File: src/rtl/xbar_mcast_port.sv
module xbar_mcast_port #(
  parameter int DW = 8,
  parameter int AW = 16,
  parameter int NS = 4
) (
  input  logic             clk,
  input  logic             rst_n,
  input  logic             msg_valid,
  input  logic [DW-1:0]    msg_data,
  input  logic [AW-1:0]    msg_addr,
  input  logic             msg_write,
  input  logic [NS-1:0]    msg_targets,
  output logic             busy,
  output logic [DW-1:0]    out_data,
  output logic [AW-1:0]    out_addr,
  output logic             out_write,
  output logic [NS-1:0]    arb_req,
  input  logic [NS-1:0]    arb_gnt,
  input  logic [NS-1:0]    slv_rsp_valid,
  input  logic [NS*DW-1:0] slv_rsp_data,
  input  logic [NS*AW-1:0] slv_rsp_addr,
  output logic             rsp_valid,
  output logic [DW-1:0]    rsp_data,
  output logic [AW-1:0]    rsp_addr
);

  logic [NS-1:0] tgt_q, got_q, got_nx;
  logic          take, done;
  logic [DW-1:0] pick_data;
  logic [AW-1:0] pick_addr;

  assign take    = msg_valid && !busy && (msg_targets != '0);
  assign arb_req = busy ? (tgt_q & ~got_q) : '0;
  assign got_nx  = got_q | (arb_gnt & arb_req);
  assign done    = busy && (got_nx == tgt_q);

  always_ff @(posedge clk or negedge rst_n) begin
    if (!rst_n) begin
      busy      <= 1'b0;
      tgt_q     <= '0;
      got_q     <= '0;
      out_data  <= '0;
      out_addr  <= '0;
      out_write <= 1'b0;
    end else if (take) begin
      busy      <= 1'b1;
      tgt_q     <= msg_targets;
      got_q     <= '0;
      out_data  <= msg_data;
      out_addr  <= msg_addr;
      out_write <= msg_write;
    end else if (busy) begin
      got_q <= got_nx;
      if (done) busy <= 1'b0;
    end
  end

  always_comb begin
    pick_data = '0;
    pick_addr = '0;
    for (int i = NS - 1; i >= 0; i--) begin
      if (slv_rsp_valid[i]) begin
        pick_data = slv_rsp_data[i*DW +: DW];
        pick_addr = slv_rsp_addr[i*AW +: AW];
      end
    end
  end

  always_ff @(posedge clk or negedge rst_n) begin
    if (!rst_n) begin
      rsp_valid <= 1'b0;
      rsp_data  <= '0;
      rsp_addr  <= '0;
    end else begin
      rsp_valid <= |slv_rsp_valid;
      if (|slv_rsp_valid) begin
        rsp_data <= pick_data;
        rsp_addr <= pick_addr;
      end
    end
  end

  assert_idle_no_req_R4: assert property (@(posedge clk) disable iff (!rst_n)
    !busy |-> arb_req == '0);
  assert_busy_has_req_R5: assert property (@(posedge clk) disable iff (!rst_n)
    busy |-> arb_req != '0);
  assert_granted_dropped_R5: assert property (@(posedge clk) disable iff (!rst_n)
    (busy && (arb_req & arb_gnt) != '0) |=> (arb_req & $past(arb_req & arb_gnt)) == '0);
  assert_rise_needs_msg_R7: assert property (@(posedge clk) disable iff (!rst_n)
    $rose(busy) |-> $past(msg_valid && msg_targets != '0));
  assert_msg_held_R3: assert property (@(posedge clk) disable iff (!rst_n)
    (busy && $past(busy)) |-> ($stable(out_addr) && $stable(out_data) && $stable(out_write)));
  assert_rsp_cause_R8: assert property (@(posedge clk) disable iff (!rst_n)
    rsp_valid |-> $past(slv_rsp_valid != '0));

endmodule

File: config.mk
export PLATFORM = sky130hd
export DESIGN_NAME = xbar_mcast_port
export DESIGN_NICKNAME = d
export VERILOG_FILES = /design/src/rtl/xbar_mcast_port.sv
export SDC_FILE = /design/constraint.sdc
export NUM_CORES = 1
export LEC_CHECK = 0
export CORE_MARGIN = 4
export CORE_UTILIZATION = 57
export DETAILED_ROUTE_END_ITERATION = 10
export DONT_BUFFER_PORTS = 1
export GPL_TIMING_DRIVEN = 0
export PLACE_DENSITY = 0.87
export SLEW_MARGIN = 20
export SYNTH_ARGS = -nofsm -noshare
export SYNTH_HDL_FRONTEND = slang
export SYNTH_SLANG_ARGS = --single-unit
File: constraint.sdc
create_clock -name clk -period 1.6 [get_ports clk]
set_clock_uncertainty 0.05 [all_clocks]
set_input_delay 0.32 -clock clk [delete_from_list [all_inputs] [get_ports clk]]
set_output_delay 0.32 -clock clk [all_outputs]
set_load 0.1 [all_outputs]
=== After elaboration in Yosys (flattened, before gate mapping) ===
Cells that the tools add are included.

* Bits in registers: 59
* Bits in latches: 0
* RAM bits: 0
* Bits in read-only memories: 0
* Input port bits: 136
* Logic and storage cells: 35
* Memories kept: 0

* Add/sub/neg operators: 0
* Multiply operators: 0
* Divide/modulo/power cells: 0
* Magnitude comparators: 0
* Equal/unequal tests: 1
* Shifts and indexed selects: 0
* Mux-type cells: 14
* Bitwise logic cells: 4
* Reductions and logical operators: 7

{| class="wikitable"
|+ Operator list
! kind !! count
|-
| 16-bit 2-to-1 mux || 4
|-
| 8-bit 2-to-1 mux || 4
|-
| 4-bit 2-to-1 mux || 3
|-
| 4-bit AND || 2
|-
| 4-bit equality test || 1
|-
| 4-bit inverter || 1
|-
| 4-bit bitwise OR || 1
|-
| 4-bit nonzero test || 1
|-
| 4-bit OR reduction || 1
|-
| 1-bit logical AND || 3
|-
| 1-bit 2-to-1 mux || 3
|-
| 2-bit nonzero test || 1
|-
| 1-bit zero test || 1
|}

=== Depth between registers and ports, before layout ===
* Depth in word-level cells: 10
* Gate-level depth with buffers: 6

=== Worst setup path after synthesis ===
No wires, ideal clock.

* Path type: flip-flop to output port
* Start: register busy
* End: output arb_req[2]
* Data arrival time: 3.312 ns
* Path slack: -2.082 ns
* Cell stages (with the launch flop): 2
* Path buffers: 0
* Cell sequence: dfrtp_1 > nor3b_1

* Cells in the longest elaborated chain, start to end: 1

{| class="wikitable"
|+ RTL lines
! what !! RTL line !! RTL
|-
| start, declared || 13 || <nowiki>output logic busy,</nowiki>
|-
| start signal, assigned || 39 || <nowiki>busy <= 1'b0;</nowiki>
|-
| start signal, assigned || 46 || <nowiki>busy <= 1'b1;</nowiki>
|-
| start signal, assigned || 54 || <nowiki>if (done) busy <= 1'b0;</nowiki>
|-
| 4-bit 2-to-1 mux || 33 || <nowiki>assign arb_req = busy ? (tgt_q & ~got_q) : '0;</nowiki>
|-
| end, declared || 17 || <nowiki>output logic [NS-1:0] arb_req,</nowiki>
|}

No other way between the ends.

=== Worst setup path in the final report ===
* Start: register busy
* End: output arb_req[3]

The elaborated chain is that of the path after synthesis.

==> qor.csv <==
metric,value,unit
layout_min_cycle_time,2.31,ns
grt-busiest-layer,met2,
place_congestion,0.867,
critical_path_class,flip-flop to output pin,
postRouteWirelength,9100,µm
fin_ws,-0.713,ns
clock_tree.root_cell,clkbuf_8,
run_status,"complete, but fails checks",
violations,"negative hold slack, negative setup slack",
yosysUniqueCellTypes,25,
drt.antenna.violating_nets,0,
cp_data_required_time,1.23,ns
antenna_diode_instance_count,0,
detailroute.via_count,2649,
tightestPinTransition,1.09,ns
synth_seq_cells,59,
die-height,81.6,µm
syn_to_final_growth,11.4,%
drt_iter0_drc,196,
path_buf_inv,0,
power_density,2350,nW/µm²
groute.layer.met1.usage,32.2,%
fmaxAchievable,432,MHz
vias_per_cell,6.62,
clkLatencyLatePin,0.33,ns
synth.net_count,449,
fin_worst_hold_slack,-0.377,ns
number_of_design_rule_violations_left_after_detail_routing,0,
initial_core_utilization,59.7,%
cp_top_family,simple AND/OR/NAND/NOR gates,
synth.yosys.seq_area_share,47.8,%
critPathMaxStageDelay,0.96,ns
maxCapViolations,0,
groute.layer.met3.usage,10.1,%
rr_worst_depth,3,
grt_max_degree,60,
type_of_the_worst_min_delay_path,input port to asynchronous set/reset pin,
critical_path.max_fanout,7,
regToRegStartpoint,busy,
first_global_vias,2821,
numCtsBuffers,9,
chain_of_cells_forming_the_critical_path,nor3b_4,
period_share,145,%
fp.dieW,81.6,µm
buffers_from_clock_root_to_sink_at_most,2,
clock_sinks,59,
port-buffer-count,0,
floorplan.io_pins,191,
fin_nets,461,
clkTransAtPathRegs,0.07,ns
coreArea,5170,µm²
critical_path.reg2reg.endpoint,out_addr[6],
finalNonFillerCells,400,
ir_worst_vdd,0.00132,V
report.final.hold_viol_count,59,
maxSlewViolCount,0,
ff2ff_setup_slack,-0.44,ns
num_rows,26,
post_route_cells_drive_above_1_share,29.7,%
synthesis.area_per_instance,9.86,µm²
setup_viol,35,
grt-ovfl-total,0,
netlist_instances,313,
setup_repair_after_global_routing_missed_its_margin,true,
synth.cell_area,3090,µm²
number_of_levels_in_the_clock_h_tree,3,
critPathArrivalTime,1.94,ns
global_route_usage_over_all_layers,28.4,%
dp_hpwl,6970,µm
grtUsageMet2,47.7,%
tritoncts_clock_tree,yes,
critical_path.slowest_cell,nor3b_4,
critPathCaptureType,output pin,
wire_length_of_the_first_global_routing_pass,14000,µm
static-leakage-power,1.41,nW
synth-warning-count,0,
crit_path_start_kind,flip-flop,
final_core_util,66.5,%
placed_cells,383,
die_area,6660,µm²
relSlewSlack,27.4,%
avgRoutedWirePerCell,22.8,µm
drt_first_pass_iters,5,
n_fill_cell,405,
antenna_found_initial,0,
[state kept, by name, summed over array words and instances (netlist names)]
signal / count
rsp_addr: 16
out_data: 8
tgt_q: 4
out_write: 1
busy: 1
rsp_valid: 1
got_q: 4
rsp_data: 8
out_addr: 16
[per-stage QoR]
| step | setup WS (ns) | TNS [ns] | total power, W | instance area, µm² | hold slack (ns) |
|---|---|---|---|---|---|
| floorplan | -0.312 | -5.39 | 0.00651 | 3120 | -0.0256 |
| global placement | -0.363 | -13.04 | 0.00671 | 3200 | -0.0243 |
| detailed placement | -0.440 | -15.24 | 0.00685 | 3200 | -0.0238 |
| CTS | -0.734 | -13.97 | 0.00812 | 3440 | -0.391 |
| global route | -0.750 | -16.18 | 0.00837 | 3440 | -0.392 |
| finish | -0.713 | -13.85 | 0.00810 | 3440 | -0.377 |
[where the power goes]
group          internal, W  switching, W  leakage [nW]
registers          0.00203       0.00343         0.643
clock network     0.000595      0.000562        0.0928
logic             0.000599      0.000882         0.670
total              0.00323       0.00487          1.41
[cells in the final DEF, fill, tap and decap left out, drive strengths merged, types with 2 or more instances in the layout]
cell type,netlist,final
mux2,29,29
a221o,24,24
clkinv,0,5
nor3b,6,6
inv,27,27
buf,10,11
nand2,24,24
a21oi,30,30
a31oi,25,25
nand3b,24,24
and3b,2,2
nor2,28,28
dfrtp,59,59
clkbuf,17,28
[how the worst max path moves through the flow]
stage               from     endpoint  slack (ns)  cells past startpoint
global placement    busy  out_addr[7]       -0.36                      3
global route        busy   arb_req[2]       -0.75                      1
finish              busy   arb_req[3]       -0.71                      1
CTS                 busy   arb_req[3]       -0.73                      1
detailed placement  busy  out_addr[6]       -0.44                      3
floorplan           busy   arb_req[2]       -0.31                      1
[what timing repair did]
| item | in CTS | in global routing |
|---|---|---|
| endpoints found under the hold margin | 59 | 59 |
| gates resized for setup | 50 | 0 |
| setup endpoints to repair | 85 | 35 |
| setup buffers | 1 | 0 |
[synthesized netlist by cell type]
cell | number | area (µm²)
nor2b_1 | 1 | 6.26
inv_1 | 27 | 101
dfrtp_1 | 59 | 1480
a221o_1 | 24 | 240
clkbuf_1 | 17 | 63.8
nand2_1 | 24 | 90.1
o311a_1 | 1 | 10.0
nor3_1 | 1 | 5.00
and3b_1 | 2 | 17.5
or4_1 | 1 | 7.51
nor2_1 | 28 | 105
buf_1 | 1 | 3.75
a222oi_1 | 1 | 10.0
nor4_1 | 1 | 6.26
nand3b_1 | 24 | 180
nor3b_1 | 6 | 45.0
mux2_1 | 11 | 124
a31oi_2 | 1 | 12.5
o41ai_1 | 1 | 8.76
a31oi_1 | 24 | 150
nand2b_1 | 1 | 6.26
a21oi_1 | 30 | 150
mux2_2 | 18 | 203
buf_2 | 6 | 30.0
buf_6 | 3 | 33.8
[worst reg2reg max path: stages, from the launching register on]
cell and delay, ns:
dfrtp_4 0.64, nor3b_1 0.50, buf_2 0.35, mux2_2 0.38
[cell type report]
cell class	instances	area [µm²]	area share (%)
buffer	27	131	3.82
clock buffer	11	141	4.11
clock inverter	5	28.8	0.837
inverter	27	101	2.95
multi-input combinational	200	1400	40.8
sequential	59	1540	44.9
tap	70	87.6	2.55
timing repair buffer	1	3.75	0.109
[cell families (layout without fill, tap and decap cells)]
group,Yosys count,after routing,share of synthesized area [%]
buf+inv,54,71,7.54
mux,29,29,10.6
compound gates,82,82,18.8
simple gates,89,89,15.2
flops,59,59,47.8
[metal layers]
metal / vias up / share of wire (%)
met1: 1281 / 35
met3: 24 / 11
met2: 188 / 51
met4: 0 / 2.7
li1: 1156 / -
met5: - / 0
Note: power is estimated with default switching activity, not from simulation.
